===== src/rtl/wiper_pkg.sv =====
package wiper_pkg;
  typedef enum logic [2:0] {
    SRC_HOLD  = 3'd0,
    SRC_BOOT  = 3'd1,
    SRC_WRITE = 3'd2,
    SRC_XFER  = 3'd3,
    SRC_STEP  = 3'd4
  } src_e;
endpackage


===== src/rtl/tap_decode.sv =====
module tap_decode #(
  parameter int PW = 6
) (
  input  logic [PW-1:0]      pos,
  output logic [(1<<PW)-1:0] tap
);
  localparam int NTAP = 1 << PW;

  for (genvar k = 0; k < NTAP; k++) begin : g_tap
    assign tap[k] = (pos == PW'(k));
  end
endmodule


===== src/rtl/wiper_chan.sv =====
module wiper_chan
  import wiper_pkg::*;
#(
  parameter int PW = 6
) (
  input  logic          clk,
  input  logic          rst_n,
  input  logic          boot_hit,
  input  logic [PW-1:0] boot_val,
  input  logic          wr_hit,
  input  logic [PW-1:0] wr_val,
  input  logic          xfer_hit,
  input  logic [PW-1:0] xfer_val,
  input  logic          step_hit,
  input  logic          step_up,
  output logic [PW-1:0] pos
);
  localparam logic [PW-1:0] POS_MAX = '1;

  function automatic logic [PW-1:0] step_sat(input logic [PW-1:0] cur, input logic up);
    if (up)
      return (cur == POS_MAX) ? cur : cur + 1'b1;
    else
      return (cur == '0) ? cur : cur - 1'b1;
  endfunction

  src_e          src;
  logic [PW-1:0] nxt;

  always_comb begin
    if (boot_hit)      src = SRC_BOOT;
    else if (wr_hit)   src = SRC_WRITE;
    else if (xfer_hit) src = SRC_XFER;
    else if (step_hit) src = SRC_STEP;
    else               src = SRC_HOLD;
  end

  always_comb begin
    unique case (src)
      SRC_BOOT:  nxt = boot_val;
      SRC_WRITE: nxt = wr_val;
      SRC_XFER:  nxt = xfer_val;
      SRC_STEP:  nxt = step_sat(pos, step_up);
      default:   nxt = pos;
    endcase
  end

  always_ff @(posedge clk or negedge rst_n) begin
    if (!rst_n) pos <= '0;
    else        pos <= nxt;
  end


  boot_load_chk: assert property (@(posedge clk) disable iff (!rst_n)
    boot_hit |=> pos == $past(boot_val));

  write_load_chk: assert property (@(posedge clk) disable iff (!rst_n)
    (wr_hit && !boot_hit) |=> pos == $past(wr_val));

  xfer_over_step_chk: assert property (@(posedge clk) disable iff (!rst_n)
    (xfer_hit && step_hit && !wr_hit && !boot_hit) |=> pos == $past(xfer_val));

  step_up_chk: assert property (@(posedge clk) disable iff (!rst_n)
    (step_hit && step_up && !xfer_hit && !wr_hit && !boot_hit && pos != POS_MAX)
      |=> pos == $past(pos) + 1'b1);

  ceil_sat_chk: assert property (@(posedge clk) disable iff (!rst_n)
    (step_hit && step_up && !xfer_hit && !wr_hit && !boot_hit && pos == POS_MAX)
      |=> pos == POS_MAX);

  floor_sat_chk: assert property (@(posedge clk) disable iff (!rst_n)
    (step_hit && !step_up && !xfer_hit && !wr_hit && !boot_hit && pos == '0)
      |=> pos == '0);

  idle_hold_chk: assert property (@(posedge clk) disable iff (!rst_n)
    (!boot_hit && !wr_hit && !xfer_hit && !step_hit) |=> $stable(pos));
endmodule


===== src/rtl/wiper_bank.sv =====
module wiper_bank #(
  parameter int NCH  = 4,
  parameter int NREG = 4,
  parameter int PW   = 6,
  localparam int CHW  = (NCH  > 1) ? $clog2(NCH)  : 1,
  localparam int RW   = (NREG > 1) ? $clog2(NREG) : 1,
  localparam int NTAP = 1 << PW
) (
  input  logic                   clk,
  input  logic                   rst_n,
  input  logic                   boot_load,
  input  logic                   wr_stb,
  input  logic [CHW-1:0]         wr_chan,
  input  logic [PW-1:0]          wr_val,
  input  logic                   xfer_stb,
  input  logic                   xfer_all,
  input  logic [CHW-1:0]         xfer_chan,
  input  logic [RW-1:0]          xfer_reg,
  input  logic                   step_stb,
  input  logic [CHW-1:0]         step_chan,
  input  logic                   step_up,
  input  logic [NCH*NREG*PW-1:0] dreg_bus,
  output logic [NCH*PW-1:0]      wiper_pos,
  output logic [NCH*NTAP-1:0]    tap_sel
);
  logic [PW-1:0] dr [NCH][NREG];

  for (genvar c = 0; c < NCH; c++) begin : g_ch
    for (genvar r = 0; r < NREG; r++) begin : g_reg
      assign dr[c][r] = dreg_bus[(c*NREG + r)*PW +: PW];
    end

    logic          wr_hit, xfer_hit, step_hit;
    logic [PW-1:0] pos_c;

    assign wr_hit   = wr_stb   && (wr_chan   == CHW'(c));
    assign xfer_hit = xfer_stb && (xfer_all || (xfer_chan == CHW'(c)));
    assign step_hit = step_stb && (step_chan == CHW'(c));

    wiper_chan #(.PW(PW)) u_chan (
      .clk      (clk),
      .rst_n    (rst_n),
      .boot_hit (boot_load),
      .boot_val (dr[c][0]),
      .wr_hit   (wr_hit),
      .wr_val   (wr_val),
      .xfer_hit (xfer_hit),
      .xfer_val (dr[c][xfer_reg]),
      .step_hit (step_hit),
      .step_up  (step_up),
      .pos      (pos_c)
    );

    tap_decode #(.PW(PW)) u_dec (
      .pos (pos_c),
      .tap (tap_sel[c*NTAP +: NTAP])
    );

    assign wiper_pos[c*PW +: PW] = pos_c;


    tap_onehot_chk: assert property (@(posedge clk) disable iff (!rst_n)
      $countones(tap_sel[c*NTAP +: NTAP]) == 1);

    tap_match_chk: assert property (@(posedge clk) disable iff (!rst_n)
      tap_sel[c*NTAP + int'(pos_c)]);

    global_xfer_chk: assert property (@(posedge clk) disable iff (!rst_n)
      (xfer_stb && xfer_all && !wr_hit && !boot_load) |=> pos_c == $past(dr[c][xfer_reg]));
  end
endmodule


===== config.mk =====
export PLATFORM = sky130hd
export DESIGN_NAME = wiper_bank
export DESIGN_NICKNAME = d
export VERILOG_FILES = /design/src/rtl/wiper_pkg.sv /design/src/rtl/tap_decode.sv /design/src/rtl/wiper_chan.sv /design/src/rtl/wiper_bank.sv
export SDC_FILE = /design/constraint.sdc
export NUM_CORES = 1
export LEC_CHECK = 0
export BUFFER_PORTS_ARGS = -buffer_cell sky130_fd_sc_hd__buf_4
export CORE_AREA = 2 2 156 158
export CTS_CLUSTER_SIZE = 8
export DETAILED_ROUTE_END_ITERATION = 8
export DIE_AREA = 0 0 158 160
export GPL_TIMING_DRIVEN = 0
export PLACE_DENSITY = 0.56
export SKIP_CTS_REPAIR_TIMING = 1
export SLEW_MARGIN = 0
export SYNTH_ARGS = -nofsm -noshare
export SYNTH_HDL_FRONTEND = slang
export SYNTH_HIERARCHICAL = 1
export SYNTH_SLANG_ARGS = --single-unit

===== constraint.sdc =====
create_clock -name clk -period 2 [get_ports clk]
set_clock_uncertainty 0.1 [all_clocks]
set_input_delay 0.1 -clock clk [delete_from_list [all_inputs] [get_ports clk]]
set_output_delay 0.1 -clock clk [all_outputs]
set_load 0.05 [all_outputs]

Word-level counts from Yosys, hierarchy flattened. Cells that the tools add are included.

Reductions and logical operators: 31. Multiplexer cells: 44. Bitwise logic cells: 1. $lt $le $gt $ge: 1. $add $sub $neg: 8. Equal/unequal tests: 285.

Operator list (number): $eq 6x6->1 const B (128); $eq 6x5->1 const B (64); $eq 6x4->1 const B (32); $mux 6 (20); $eq 6x3->1 const B (16); $pmux 6 s4 (4); $bmux 6 s2 (4); $eq 6x2->1 const B (8); $mux 3 (16); $add 6x1->6 const B (4); $eq 3x2->1 const B (8); $eq 6x1->1 const B (4); $logic_not 6->1 (4); $ne 3x3->1 const B (8); $sub 6x1->6 const B (4); $reduce_bool 4->1 (4); $eq 2x2->1 const B (6); $eq 3x1->1 const B (4); $eq 3x3->1 const B (4); $logic_and 1x1->1 (12); $reduce_and 3->1 (4); $eq 2x1->1 const B (3); $logic_not 2->1 (3); $logic_or 1x1->1 (4); other kinds (2) (2).

Output and inout bits: 280. Input bits: 118. Register bits after elaboration: 24. Word-level logic and storage cells: 374.

Longest topological paths before layout. Gate-level depths: netlist of the first run.

Depth after elaboration: 9. Mapped depth: 9. Gate-level depth less buffers: 7.

Hierarchy. Netlist of the first run, hierarchy kept.

Modules (own cells, without submodules): wiper_chan (area each 620.6 µm², cells each 75, instances 4, seq. area each 150.1 µm²); tap_decode (area each 461.7 µm², cells each 95, instances 4, seq. area each 0.0 µm²); wiper_bank (area each 730.7 µm², cells each 48, instances 1, seq. area each 0.0 µm²).

Least setup slack after synthesis of the first run. Ideal clock, no wire load.

Path kind: flip-flop to flip-flop. Start point: register g_ch[0].u_chan.pos[4]. End point: register g_ch[0].u_chan.pos[5]. Data required time: 1.776 ns. Path buffers: 0. Stages on the path, launching flop included: 7. Clock period less this slack: 2.333 ns. Slack: -0.333 ns. Arrival time: 2.109 ns. Library setup time: 0.124 ns. Cell sequence: dfrtp_1 ha_1 and3_1 a221oi_1 xnor2_1 and3_1 a211o_1.

Word-level cells in the longest chain between the ends: 4. Elaborated cells between the ends (all ways): 11. Those cells by class: add/sub (2); eq/ne (3); mux (4); reduce/logical (2).

Ends and longest elaborated chain: from (decl) (line wiper_chan.sv:16) `output logic [PW-1:0] pos`; from (signal assigned) (line wiper_chan.sv:50) `else pos <= nxt;`; $sub 6x1->6 / $add 6x1->6 (equally long branches) (line wiper_chan.sv:24, wiper_chan.sv:22); $mux 6, on equally long branches (line wiper_chan.sv:24, wiper_chan.sv:22); $mux 6 (line wiper_chan.sv:21) `if (up)`; $pmux 6 s4 (line wiper_chan.sv:39) `unique case (src)`.

Parallel ways exist; a longest one is shown, timed or not. The select of a mux whose other input is x is not followed. A chain may end at the register's enable or synchronous reset.

Worst setup path after layout of the first run.
Start point: register g_ch[0].u_chan.pos[2]. End point: register g_ch[0].u_chan.pos[3].

Same word-level chain as after synthesis.

==> flow_summary.ini, run 1 <==
[run_status]
outcome = finished, violations left
violations = negative setup slack

[routing]
vias = 7393
ant_nets = 0
wirelength_mm = 27.4
routed_via_density = 4.80
drt-wirelength-per-cell_microns = 17.8
drc_errors = 0
drt_pass1_iterations = 4
dr.first_iter.drc_count = 331

[yosys]
syn-cell-area_sq_mm = 0.00506
synth_cell_types = 45
synth-edff-count = 0
synth.net_count = 866
synthArstFlopShare_pct = 100
seq_area_frac_synth_pct = 11.9
avgSynthCellArea_sq_um = 6.95
ys_ff_latch = 24
yosysWarnings = 6
syn_inst = 728
synth_ff_type = dfrtp_1

[power_and_ir_drop]
peakVddDrop_uv = 201
p_per_area_mw_per_mm2 = 504
power_leakage_nw = 4.75

[worst_setup_path]
r2r_start = g_ch[0].u_chan/pos[2]$_DFFE_PN0P_
cp_data_arrival_time_ps = 2190
timing.rr.end = g_ch[0].u_chan/pos[3]$_DFFE_PN0P_
endpoint_kind = flip-flop
worst-path-max-fanout = 8
required_ps = 2050
reg2reg_depth = 6
start_kind = flip-flop
cpMostUsedCell = buf_6
cp_slowest_cell = or4_4
worst-path-buf-inv = 2
slowest_delay_ps = 480
reg2reg_slack_ps = -140
path_delay_family = simple AND/OR/NAND/NOR gates
worst-setup-path-type = reg2reg
crit_chain = buf_6, or4_4, nor4_4, o21ai_2, buf_6, mux2_4

[die]
core_area_sq_mm = 0.0238
die_width_microns = 158
rows = 57
io_pins = 398
die_h_microns = 160
dieArea_sq_mm = 0.0253
start_util_pct = 21.2

[grt]
first_global_vias = 6438
grt_pass1_wl_mm = 37.0
antenna_found_initial = 0
grt_use_total_pct = 18.5
overflow = 0
grt_max_degree = 33

[placed_design]
place_congestion = 0.853
hpwl_mm = 20.3
placed_cell_area_sq_mm = 0.00877
portBuffers = 395

[sta]
worst_slack_ps = -138
slew_headroom_pct = 54.2
whs_ps = 35.4
finalCritPeriodShare_pct = 107
tightestPinTransition_ps = 685
rsz0062_at_grt = true
slew_viol_final = 0
finalHoldViolCount = 0
setup_violations = 28
min_period_ps = 2140
fmax_mhz = 468

[clocking]
htreeDepth = 1
cts.sinks = 24
clk_latency_ps = 270
numCtsBuffers = 3
clkTransAtPathRegs_ps = 70
cts_tree = done
ctsRootBufferMaster = clkbuf_16
clockBufferDepth = 2

[layout]
regMostFlops = g_ch.u_chan/pos
largest_reg_flops = 24
reg_top3 = g_ch.u_chan/pos x24
final_cell_area_sq_mm = 0.0110
syn_to_final_growth_pct = 118
antenna_cells = 0
layout.nets = 1354
layout_commonest_cell = buf_4
drive_above_1_share_pct = 67.2
final_cell_mix = buf_4, nor2_1, buf_6

[min_path]
hold_depth = 3
min_path_type = in2reg
holdCritStartpoint = dreg_bus[26]
whs_endpoint = g_ch[1].u_chan/pos[2]$_DFFE_PN0P_

[run]
cap_violations = 0
cells in the mapped netlist, drive strengths merged (8+ instances only):
master,n,area [sq um]
nand4,8,50.1
a22oi,24,180
buf,13,126
nor3,16,100
clkbuf,49,184
nor2,299,1120
nand2,18,67.6
nand4bb,24,270
o21ai,8,40.0
inv,16,60.1
nor2b,15,93.8
dfrtp,24,601
nand2b,8,50.1
or4b,16,160
or4,8,60.1
a21o,8,60.1
ha,16,200
and3,10,62.6
a211oi,12,90.1
mux4,24,556
nand4b,16,140
or2,8,50.0
o21a,11,82.6
a21oi,21,105
routing by layer:
metal / GRT usage [%] / routed length (microns) / up-vias
met3: 2.04 / 1510 / 14
li1: - / - / 3576
met5: 0 / 0 / -
met4: 2.21 / 248 / 0
met2: 32.8 / 14300 / 250
met1: 24.6 / 11300 / 3553
how the worst max path moves through the flow:
stage | startpoint | endpoint | cells after the start
floorplan | g_ch[2].u_chan/pos[2]$_DFFE_PN0P_ | tap_sel[129] | 3
global placement | step_up | g_ch[2].u_chan/pos[5]$_DFFE_PN0P_ | 8
detailed placement | step_up | g_ch[2].u_chan/pos[5]$_DFFE_PN0P_ | 8
CTS | g_ch[0].u_chan/pos[0]$_DFFE_PN0P_ | tap_sel[0] | 5
global route | g_ch[2].u_chan/pos[3]$_DFFE_PN0P_ | g_ch[2].u_chan/pos[3]$_DFFE_PN0P_ | 5
finish | g_ch[0].u_chan/pos[2]$_DFFE_PN0P_ | g_ch[0].u_chan/pos[3]$_DFFE_PN0P_ | 6
logic make-up after synthesis:
family | share of synthesized area [%]
simple gates | 46.0
compound gates | 15.7
buf+inv | 7.32
mux | 12.2
flops | 11.9
fa+ha+maj | 5.54
xor+xnor | 1.38
per-stage QoR:
step                cells  setup WS (ps)  setup TNS, ps  util, %  total power, mW
finish               1539           -138          -1650     46.2             5.55
global route         1539           -180          -4230     46.2             5.88
CTS                  1451           -289         -23530     37.2             4.50
detailed placement   1447           -300          -3730     36.8             3.96
global placement     1447           -291          -3890     36.8             3.94
floorplan             728           -177          -6270        -             2.93
final cells by class:
type / count / area, sq um
well taps: 324 / 405
repair buffers: 494 / 4170
plain buffers: 51 / 385
inverters: 16 / 63.8
flip-flops and latches: 24 / 631
multi-input cells: 626 / 5270
clock buffers: 4 / 88.8
fillers: 2377 / 12800
where the power goes:
part	internal [mW]	total (mW)	switching, mW
logic	1.78	4.27	2.49
registers	0.574	0.759	0.185
clock network	0.308	0.522	0.214
total	2.67	5.55	2.89
worst min-delay path, delay by kind of cell:
kind,cells,cell delay (ps)
AO/OA/AOI/OAI,2,180
buffers and inverters,1,80
Note: power is estimated with default switching activity, not from simulation.
==> run 2, diff against run 1 <==
--- a/config.mk
+++ b/config.mk
@@ -11,7 +11,7 @@
 export DETAILED_ROUTE_END_ITERATION = 8
 export DIE_AREA = 0 0 158 160
 export GPL_TIMING_DRIVEN = 0
-export PLACE_DENSITY = 0.56
+export PLACE_DENSITY = 0.54
 export SKIP_CTS_REPAIR_TIMING = 1
 export SLEW_MARGIN = 0
 export SYNTH_ARGS = -nofsm -noshare
==> constraint.sdc (replaced) <==
create_clock -name clk -period 2.47 [get_ports clk]
set_clock_uncertainty 0.1 [all_clocks]
set_input_delay 0.1235 -clock clk [delete_from_list [all_inputs] [get_ports clk]]
set_output_delay 0.1235 -clock clk [all_outputs]
set_load 0.05 [all_outputs]
==> run 2 against run 1 <==
Net effect: the run now ends clean; wire length down 8.5%; die area unchanged; cell count down 5.7%; sequential share of layout area increased by 1.3 points; utilization shrank 10 points; setup slack gained 290 ps; clock power down 27%; critical path type is now reg2out; largest cell class unchanged; highest routed layer unchanged.
==> flow_summary.ini, run 2 (same netlist as run 1, synthesis figures left out) <==
[run_status]
outcome = finished, final reports clean

[worst_setup_path]
crit_chain = nand2b_1, clkbuf_1, clkbuf_1, nor2_1, buf_4
required_ps = 2250
endpoint_kind = output port
reg2reg_depth = 6
slowest_delay_ps = 560
worst-setup-path-type = reg2out
cp_num_cells = 5
cp_slowest_cell = dfrtp_1
cpMostUsedCell = clkbuf_1
cp_data_arrival_time_ps = 2090
worst-path-max-fanout = 10
start_kind = flip-flop
path_delay_family = buffers and inverters
worst-path-buf-inv = 3

[layout]
drive_above_1_share_pct = 39.8
largest_reg_flops = 24
reg_top3 = g_ch.u_chan/pos x24
antenna_cells = 0
regMostFlops = g_ch.u_chan/pos
fin_util_pct = 35.8
layout_commonest_cell = buf_4
layout.nets = 1267
final_cell_mix = buf_4, nor2_1, clkbuf_1
syn_to_final_growth_pct = 68.3

[routing]
drt_pass1_iterations = 6
vias = 6922
wirelength_mm = 25.0
ant_nets = 0
dr.first_iter.drc_count = 358
drt-wirelength-per-cell_microns = 17.3
drc_errors = 0
routed_via_density = 4.77

[die]
die_width_microns = 158
core_area_sq_mm = 0.0238
start_util_pct = 21.2
io_pins = 398
die_h_microns = 160
dieArea_sq_mm = 0.0253
rows = 57

[run]
cap_violations = 0

[power_and_ir_drop]
power_leakage_nw = 3.99
power_mw = 3.48
peakVddDrop_uv = 217
p_per_area_mw_per_mm2 = 409

[sta]
setup_tns_ps = 0
min_period_ps = 2310
tightestPinTransition_ps = 506
finalCritPeriodShare_pct = 93.7
finalHoldViolCount = 0
whs_ps = 69.5
slew_viol_final = 0
rsz0062_at_grt = false
setup_violations = 0
slew_headroom_pct = 66.2
fmax_mhz = 432

[clocking]
cts_tree = done
clk_latency_ps = 260
cts.sinks = 24
htreeDepth = 1
numCtsBuffers = 3
ctsRootBufferMaster = clkbuf_16
clkTransAtPathRegs_ps = 70
clockBufferDepth = 2

[placed_design]
place_congestion = 0.821
hpwl_mm = 20.3
portBuffers = 395

[grt]
first_global_vias = 6219
grt_pass1_wl_mm = 36.2
antenna_found_initial = 0
grt_max_degree = 33
overflow = 0
grt_use_total_pct = 18.2

[min_path]
min_path_type = in2reg
hold_depth = 3
==> run 2: cell type report <==
type	count	area [sq um]
Tap cell	324	405
Fill cell	2617	15300
Multi-Input combinational cell	626	4090
Sequential cell	24	601
Inverter	16	60.1
Clock buffer	3	75.1
Timing Repair Buffer	396	2980
Buffer	62	312
==> run 2: routing by layer <==
metal	track usage, %	routed length (microns)
met2	32.1	12300
met3	2.04	1470
met4	1.88	165
met5	0	0
met1	24.6	11100
==> run 2: tightest hold or removal path: cells and delay by family <==
family,cells,cell delay (ps)
buffers and inverters,1,80
AOI/OAI and AO/OA,2,180
==> run 2: power by group <==
part,internal (mW),total [mW],switching [mW]
logic,0.863,2.46,1.59
clock network,0.215,0.381,0.166
registers,0.450,0.646,0.196
==> run 2: path summary, 6_finish.rpt <==
kind	slack, ps	start	to
min in group asynchronous	220	rst_n	g_ch[1].u_chan/pos[2]$_DFFE_PN0P_
worst min-delay path	70	dreg_bus[2]	g_ch[0].u_chan/pos[2]$_DFFE_PN0P_
max in group asynchronous	1750	rst_n	g_ch[2].u_chan/pos[3]$_DFFE_PN0P_
worst min register to register	600	g_ch[2].u_chan/pos[1]$_DFFE_PN0P_	g_ch[2].u_chan/pos[1]$_DFFE_PN0P_
worst max register to register	170	g_ch[3].u_chan/pos[2]$_DFFE_PN0P_	g_ch[3].u_chan/pos[5]$_DFFE_PN0P_
worst max-delay path	160	g_ch[1].u_chan/pos[0]$_DFFE_PN0P_	tap_sel[78]
==> run 2: per-stage QoR <==
stage,worst slack [ps],cells,area (sq um)
6_report,157,1451,8520
3_3_place_gp,182,1447,8430
2_1_floorplan,137,728,5060
4_1_cts,135,1450,8510
3_5_place_dp,143,1447,8430
5_1_grt,23.7,1451,8520
